===== src/rtl/line_trk_pkg.sv =====
package line_trk_pkg;

  // Strobes handed from the control half to the datapath half each cycle.
  typedef struct packed {
    logic strobeNow;  // line strobe as sampled this cycle
    logic skipHeld;   // skip flag value before this cycle's update
  } trkStrobes_t;

endpackage


===== src/rtl/line_trk_ctrl.sv =====
module line_trk_ctrl
  import line_trk_pkg::*;
#(
  parameter int CNT_W      = 10,
  parameter int LINE_LIMIT = 488
) (
  input  logic             clk,
  input  logic             rst,
  input  logic             lineStrobe,
  output trkStrobes_t      strobes,
  output logic [CNT_W-1:0] lineCount,
  output logic             skipFlag,
  output logic             wrapPulse
);

  localparam logic [CNT_W-1:0] LIMIT_V = CNT_W'(LINE_LIMIT);
  localparam logic [CNT_W-1:0] ONE_V   = CNT_W'(1);

  logic prevStrobe;
  logic lineEdge;
  logic pastLimit;

  // Edge found from the sampled level and its registered copy: no second clock.
  assign lineEdge  = lineStrobe & ~prevStrobe;
  assign pastLimit = (lineCount > LIMIT_V);

  always_ff @(posedge clk) begin
    if (rst) begin
      prevStrobe <= 1'b0;
      lineCount  <= '0;
      skipFlag   <= 1'b0;
      wrapPulse  <= 1'b0;
    end else begin
      prevStrobe <= lineStrobe;
      wrapPulse  <= lineEdge & pastLimit;
      if (lineEdge) begin
        if (pastLimit) begin
          lineCount <= '0;
          skipFlag  <= ~skipFlag;
        end else begin
          lineCount <= lineCount + ONE_V;
        end
      end
    end
  end

  always_comb begin
    strobes.strobeNow = lineStrobe;
    strobes.skipHeld  = skipFlag;
  end

  AST_CNT_STEP: assert property (@(posedge clk) disable iff (rst)
    (lineEdge && !pastLimit) |=> (lineCount == $past(lineCount) + ONE_V));

  AST_CNT_HOLD: assert property (@(posedge clk) disable iff (rst)
    !lineEdge |=> $stable(lineCount));

  AST_CNT_RANGE: assert property (@(posedge clk) disable iff (rst)
    lineCount <= LIMIT_V + ONE_V);

  AST_WRAP_ZERO: assert property (@(posedge clk) disable iff (rst)
    wrapPulse |-> (lineCount == '0));

  AST_SKIP_FLIP: assert property (@(posedge clk) disable iff (rst)
    (lineEdge && pastLimit) |=> (skipFlag != $past(skipFlag)));

  AST_SKIP_KEEP: assert property (@(posedge clk) disable iff (rst)
    !(lineEdge && pastLimit) |=> $stable(skipFlag));

endmodule


===== src/rtl/line_trk_dpath.sv =====
module line_trk_dpath
  import line_trk_pkg::*;
#(
  parameter int DATA_W = 10
) (
  input  logic              clk,
  input  logic              rst,
  input  trkStrobes_t       strobes,
  input  logic [DATA_W-1:0] pixIn,
  output logic [DATA_W-1:0] pixOut,
  output logic              pixValid
);

  always_ff @(posedge clk) begin
    if (rst) begin
      pixOut   <= '0;
      pixValid <= 1'b0;
    end else begin
      pixOut   <= pixIn;
      pixValid <= strobes.strobeNow & strobes.skipHeld;
    end
  end

  AST_VALID_QUAL: assert property (@(posedge clk) disable iff (rst)
    pixValid |-> ($past(strobes.strobeNow) && $past(strobes.skipHeld)));

  AST_VALID_LOW: assert property (@(posedge clk) disable iff (rst)
    !strobes.strobeNow |=> !pixValid);

endmodule


===== src/rtl/sensor_line_tracker.sv =====
module sensor_line_tracker
  import line_trk_pkg::*;
#(
  parameter int DATA_W     = 10,
  parameter int CNT_W      = 10,
  parameter int LINE_LIMIT = 488
) (
  input  logic              clk,
  input  logic              rst,
  input  logic              lineStrobe,
  input  logic [DATA_W-1:0] pixIn,
  output logic [DATA_W-1:0] pixOut,
  output logic              pixValid,
  output logic [CNT_W-1:0]  lineCount,
  output logic              skipFlag,
  output logic              wrapPulse
);

  trkStrobes_t strobes;

  line_trk_ctrl #(
    .CNT_W     (CNT_W),
    .LINE_LIMIT(LINE_LIMIT)
  ) u_ctrl (
    .clk       (clk),
    .rst       (rst),
    .lineStrobe(lineStrobe),
    .strobes   (strobes),
    .lineCount (lineCount),
    .skipFlag  (skipFlag),
    .wrapPulse (wrapPulse)
  );

  line_trk_dpath #(
    .DATA_W(DATA_W)
  ) u_dpath (
    .clk     (clk),
    .rst     (rst),
    .strobes (strobes),
    .pixIn   (pixIn),
    .pixOut  (pixOut),
    .pixValid(pixValid)
  );

  AST_RESET_CLEAR: assert property (@(posedge clk)
    rst |=> (lineCount == '0 && !skipFlag && !wrapPulse && !pixValid && pixOut == '0));

endmodule


===== config.mk =====
export PLATFORM = sky130hd
export DESIGN_NAME = sensor_line_tracker
export DESIGN_NICKNAME = d
export VERILOG_FILES = /design/src/rtl/line_trk_pkg.sv /design/src/rtl/line_trk_ctrl.sv /design/src/rtl/line_trk_dpath.sv /design/src/rtl/sensor_line_tracker.sv
export SDC_FILE = /design/constraint.sdc
export NUM_CORES = 1
export LEC_CHECK = 0
export ABC_CLOCK_PERIOD_IN_PS = 1700
export BUFFER_PORTS_ARGS = -buffer_cell sky130_fd_sc_hd__buf_2
export CAP_MARGIN = 40
export CORE_MARGIN = 2
export CORE_UTILIZATION = 35
export DETAILED_ROUTE_END_ITERATION = 8
export GPL_ROUTABILITY_DRIVEN = 0
export PLACE_DENSITY = 0.72
export SLEW_MARGIN = 5
export SYNTH_ARGS = -nofsm -noshare
export SYNTH_HDL_FRONTEND = slang
export SYNTH_SLANG_ARGS = --single-unit

===== constraint.sdc =====
create_clock -name clk -period 1.7 [get_ports clk]
set_clock_uncertainty 0.05 [all_clocks]
set_input_delay 0 -clock clk [delete_from_list [all_inputs] [get_ports clk]]
set_output_delay 0 -clock clk [all_outputs]
set_load 0.1 [all_outputs]

==> results.json, run 1 <==
{
  "track_usage": 0.137,
  "max_slew_margin": 0.644,
  "initial_core_util": 0.368,
  "status": "finished, final reports clean",
  "path_class": "reg2reg",
  "register_area_sq_um": 497,
  "wire_per_inst_um": 12.8,
  "clkPwrFrac": 0.222,
  "layout_common_cells": "buf_2, dfxtp_1, nor2b_1",
  "cts.clk_slew.worst_paths_ns": 0.12,
  "worst_pin_slew_ns": 0.533,
  "hold_viol_final": 0,
  "combPwrFrac": 0.225,
  "min_from": "rst",
  "hold_class": "in2reg",
  "synth_top_flop_cell": "dfxtp_1",
  "synth-seq-cells": 24,
  "finalSetupViolations": 0,
  "fin_cells": 170,
  "synth-async-reset-ratio": 0,
  "wl_um": 2180,
  "cap_violations": 0,
  "startpoint_type": "flip-flop",
  "syn-num-nets": 109,
  "slew_violations": 0,
  "peakVddDrop_v": 0.000497,
  "swShare": 0.319,
  "cp-end-kind": "flip-flop",
  "cp.required_ns": 1.87,
  "multi_input_comb_area_sq_um": 480,
  "worstPathArrival_ns": 1.77,
  "drt_pass1_iterations": 4,
  "n_fill_cell": 246,
  "cts_tree": "built",
  "internal_power_w": 0.000728,
  "synth-edff-count": 0,
  "pin_count": 36,
  "htree_levels": 1,
  "dieHeight_um": 57.6,
  "final.setup.worst_slack_ns": 0.105,
  "fin_crit_sh": 0.938,
  "cp-startpoint": "u_ctrl.lineCount[1]$_SDFFE_PP0P_",
  "clockBufferDepth": 2,
  "core_region_area_sq_um": 2730,
  "grt_start_max_net_pins": 27,
  "rows": 19,
  "rsz0062_at_grt": "false",
  "drc": 0,
  "die-area_sq_um": 3320,
  "p_leak_nw": 0.571,
  "clkLatencyLatePin_ns": 0.30,
  "dieWidth_um": 57.6,
  "finalSetupTns_ns": 0,
  "min_period_ns": 1.60,
  "clock.fmax_ghz": 0.627,
  "crit_fanout": 11,
  "overflow": 0,
  "numCtsBuffers": 3,
  "grt_pass1_wl_um": 3550,
  "yosys_warnings": 0,
  "grt_pass1_vias": 884,
  "seq_area_frac_synth": 0.477,
  "synth_cell_types": 27,
  "root_buffer": "clkbuf_4",
  "area_growth_syn_to_layout_pct": 34.4,
  "diodes": 0,
  "portBuffers": 35,
  "final_common_cell": "buf_2",
  "placed_cells": 156,
  "ant_nets": 0,
  "p_switching_w": 0.000341,
  "vias": 858,
  "regToRegStartpoint": "u_ctrl.lineCount[1]$_SDFFE_PP0P_",
  "dr.first_iter.drc_count": 11,
  "via_per_inst": 5.05,
  "hpwl_um": 1560,
  "antenna_found_initial": 0,
  "hold_slack_ns": 0.104,
  "fin_nets": 156,
  "postCtsSetupBuffers": 0,
  "drive_gt1_frac": 0.439,
  "dp_slack_ns": 0.0352,
  "synthCells": 94,
  "synth_area_sq_um": 1010,
  "synth_area_per_cell_sq_um": 10.7,
  "pwr-share-seq": 0.553,
  "power_density_nw_per_um2": 790,
  "clock_sinks": 24
}
[critical path: stages, from the launching register on]
cell and delay (ns):
dfxtp_4 0.37, inv_1 0.07, ha_1 0.19, nand2b_4 0.05, a21o_1 0.20, a21o_2 0.33, a211oi_2 0.25
[synthesized netlist by cell type, drive strengths merged (2+ instances only)]
library cell / instances / area (sq um)
dfxtp: 24 / 480
nor2b: 12 / 75.1
a211oi: 10 / 125
nor2: 5 / 18.8
xnor2: 5 / 43.8
inv: 4 / 15.0
nand4: 4 / 25.0
buf: 3 / 21.3
clkbuf: 3 / 11.3
nor3: 3 / 15.0
xor2: 3 / 26.3
a21o: 2 / 15.0
ha: 2 / 25.0
nand3: 2 / 10.0
[worst paths after layout]
kind / cells after the start / end / slack [ns]
worst min-delay path: 2 / u_dpath.pixOut[0]$_SDFF_PP0_ / 0.10
worst max register to register: 6 / u_ctrl.lineCount[1]$_SDFFE_PP0P_ / 0.10
worst max-delay path: 6 / u_ctrl.lineCount[1]$_SDFFE_PP0P_ / 0.10
worst min register to register: 1 / u_dpath.pixValid$_SDFF_PP0_ / 0.50
[per-layer routing]
layer	part of all wire	wire length [um]	global-route usage
met5	0	0	0
met4	0.0064	14	0.0631
met3	0.065	142	0.0357
met2	0.52	1130	0.248
met1	0.41	893	0.149
[power by group through the flow]
| stage | sequential, W | combinational (W) | clock [W] |
|---|---|---|---|
| finish | 0.000591 | 0.000241 | 0.000237 |
| global route | 0.000594 | 0.000253 | 0.000273 |
| CTS | 0.000591 | 0.000241 | 0.000251 |
| detailed placement | 0.000603 | 0.000222 | 0 |
| global placement | 0.000602 | 0.000218 | 0 |
| floorplan | 0.000728 | 0.0000558 | 0 |
[flip-flops by register name (all words and copies together) (netlist names)]
name and flops:
u_ctrl.lineCount 10, u_ctrl.prevStrobe 1, u_ctrl.skipFlag 1, u_ctrl.wrapPulse 1, u_dpath.pixOut 10, u_dpath.pixValid 1
[timing repair]
| action | 4_1_cts | 5_1_grt |
|---|---|---|
| hold buffers | 11 | 0 |
| hold endpoints to repair | 11 | 0 |
| resized for setup | 0 | 1 |
| setup endpoints to repair | 0 | 11 |
[per-stage QoR]
| step | power (W) | util | instance area [sq um] |
|---|---|---|---|
| final | 0.00107 | 0.495 | 1350 |
| after global routing | 0.00112 | 0.495 | 1350 |
| after CTS | 0.00108 | 0.495 | 1350 |
| after detailed placement | 0.000826 | 0.446 | 1220 |
| after global placement | 0.000820 | 0.446 | 1220 |
| after floorplan | 0.000784 | - | 1020 |
[cell families after synthesis]
| family | Yosys count | synth area share |
|---|---|---|
| AND/OR/NAND/NOR | 35 | 0.217 |
| flip-flops | 24 | 0.477 |
| AO/OA/AOI/OAI | 15 | 0.164 |
| buffers and inverters | 10 | 0.0472 |
| XOR/XNOR | 8 | 0.0696 |
| adder cells (fa/ha/maj) | 2 | 0.0248 |
[final cells by class]
class,instances,area share
multi-input cells,60,0.355
well taps,31,0.0287
inverters,4,0.0111
flip-flops and latches,24,0.367
repair buffers,48,0.222
clock buffers,3,0.0166
Note: power is estimated with default switching activity, not from simulation.
==> run 2, diff against run 1 <==
--- a/config.mk
+++ b/config.mk
@@ -12,6 +12,7 @@
 export CORE_UTILIZATION = 35
 export DETAILED_ROUTE_END_ITERATION = 8
 export GPL_ROUTABILITY_DRIVEN = 0
+export MAX_ROUTING_LAYER = met4
 export PLACE_DENSITY = 0.72
 export SLEW_MARGIN = 5
 export SYNTH_ARGS = -nofsm -noshare
==> constraint.sdc (replaced) <==
create_clock -name clk -period 1.7 [get_ports clk]
set_clock_uncertainty 0.05 [all_clocks]
set_input_delay 0 -clock clk [delete_from_list [all_inputs] [get_ports clk]]
set_output_delay 0 -clock clk [all_outputs]
set_load 0.01 [all_outputs]
==> run 2 against run 1 <==
Net effect: sequential power is essentially flat; largest power group unchanged; wire length grew 1.1%; combinational power down 46%; sequential share of layout area shrank 1.9 points; die area unchanged.
==> results.json, run 2 (synthesis gave the netlist of run 1 again) <==
{
  "overflow": 0,
  "fin_crit_sh": 0.918,
  "r2r_slack_ns": 0.14,
  "p_leak_nw": 0.589,
  "cts.clk_slew.worst_paths_ns": 0.12,
  "min_from": "rst",
  "area_growth_syn_to_layout_pct": 37.0,
  "pin_count": 36,
  "r2r-end": "u_ctrl.lineCount[3]$_SDFFE_PP0P_",
  "startpoint_type": "flip-flop",
  "rsz0062_at_grt": "false",
  "numCtsBuffers": 3,
  "ant_nets": 0,
  "dp_slack_ns": 0.00711,
  "dr.first_iter.drc_count": 31,
  "htree_levels": 1,
  "hold_slack_ns": 0.107,
  "power_density_nw_per_um2": 729,
  "layout_common_cells": "buf_2, dfxtp_1, nor2b_1",
  "drt_pass1_iterations": 4,
  "reg_top3": "u_ctrl.lineCount x10, u_dpath.pixOut x10",
  "vias": 860,
  "hold_class": "in2reg",
  "cp.required_ns": 1.88,
  "cts_tree": "built",
  "clockBufferDepth": 2,
  "cp-end-kind": "flip-flop",
  "dieHeight_um": 57.6,
  "finalSetupViolations": 0,
  "min_to": "u_dpath.pixOut[4]$_SDFF_PP0_",
  "core_region_area_sq_um": 2730,
  "via_per_inst": 4.94,
  "cap_violations": 0,
  "grt_pass1_wl_um": 3650,
  "portBuffers": 35,
  "final.setup.worst_slack_ns": 0.140,
  "grt_pass1_vias": 871,
  "root_buffer": "clkbuf_4",
  "final_common_cell": "buf_2",
  "whs_path_depth": 2,
  "slew_violations": 0,
  "peakVddDrop_v": 0.000564,
  "finalSetupTns_ns": 0,
  "regToRegStartpoint": "u_ctrl.lineCount[1]$_SDFFE_PP0P_",
  "worstPathArrival_ns": 1.74,
  "rows": 19,
  "crit_fanout": 11,
  "diodes": 0,
  "postCtsSetupBuffers": 0,
  "dieWidth_um": 57.6,
  "status": "finished, final reports clean",
  "min_period_ns": 1.56,
  "hold_viol_final": 0,
  "grt_start_max_net_pins": 27,
  "ff2ff_path_depth": 6,
  "path_class": "reg2reg",
  "antenna_found_initial": 0,
  "hpwl_um": 1480,
  "wl_um": 2200,
  "fin_nets": 159,
  "track_usage": 0.145,
  "n_fill_cell": 266,
  "worst_pin_slew_ns": 0.534,
  "drc": 0,
  "clock.fmax_ghz": 0.641,
  "initial_core_util": 0.368,
  "max_slew_margin": 0.644,
  "clkLatencyLatePin_ns": 0.30,
  "clock_sinks": 24,
  "die-area_sq_um": 3320,
  "wire_per_inst_um": 12.7,
  "drive_gt1_frac": 0.392
}
run 2: cell types whose count changed in the layout (fill, tap and decap cells not counted):
cell      change
dfxtp_1       +9
dfxtp_4       -2
a21o_2        -1
buf_4         +3
clkbuf_8      +1
a21o_4        +1
dfxtp_2       -7
run 2: what timing repair did:
item                                    in CTS  in global routing
endpoints found under the setup margin       7                  3
endpoints found under the hold margin       11                  0
hold buffers                                11                  0
gates resized for setup                      1                  1
run 2: routing by layer:
layer | track usage | wire length [um]
met2 | 0.273 | 1120
met5 | - | 0
met4 | 0.0199 | 15
met1 | 0.157 | 936
met3 | 0.0335 | 135
run 2: worst max path at each step:
stage	from	endpoint	slack, ns	depth (start not counted)
floorplan	u_ctrl.lineCount[0]$_SDFFE_PP0P_	u_ctrl.lineCount[0]$_SDFFE_PP0P_	0.20	7
global placement	u_ctrl.lineCount[1]$_SDFFE_PP0P_	u_ctrl.wrapPulse$_SDFF_PP0_	0.09	6
detailed placement	u_ctrl.lineCount[1]$_SDFFE_PP0P_	u_ctrl.wrapPulse$_SDFF_PP0_	0.007	6
CTS	u_ctrl.lineCount[1]$_SDFFE_PP0P_	u_ctrl.lineCount[3]$_SDFFE_PP0P_	0.09	6
global route	u_ctrl.lineCount[0]$_SDFFE_PP0P_	u_ctrl.lineCount[6]$_SDFFE_PP0P_	0.02	6
finish	u_ctrl.lineCount[1]$_SDFFE_PP0P_	u_ctrl.lineCount[3]$_SDFFE_PP0P_	0.14	6
run 2: metrics by stage:
| step | total power [W] | instances | utilization | area [sq um] |
|---|---|---|---|---|
| after floorplan | 0.000668 | 94 | - | 1010 |
| after global placement | 0.000708 | 159 | 0.449 | 1230 |
| after detailed placement | 0.000713 | 159 | 0.449 | 1230 |
| after CTS | 0.00102 | 174 | 0.503 | 1370 |
| after global routing | 0.00106 | 174 | 0.505 | 1380 |
| final | 0.00101 | 174 | 0.505 | 1380 |
run 2: critical path, cell delays in order, from the launching register on:
cell and delay, ns:
dfxtp_1 0.37, inv_1 0.08, ha_1 0.19, nand2b_4 0.05, a21o_1 0.21, a21o_4 0.29
a211oi_2 0.23
run 2: power breakdown:
part	leakage, nW	switching, W	total (W)	internal (W)
combinational	0.371	0.0000616	0.000130	0.0000683
clock	0.0210	0.000156	0.000287	0.000131
sequential	0.197	0.00000853	0.000589	0.000581
total	0.589	0.000226	0.00101	0.000780
run 2: final cells by class:
class	count	area (sq um)	area share
inverter	4	15.0	0.0109
timing repair buffer	51	323	0.234
tap	31	38.8	0.0281
multi-input combinational	60	487	0.353
clock buffer	4	36.3	0.0263
sequential	24	480	0.348
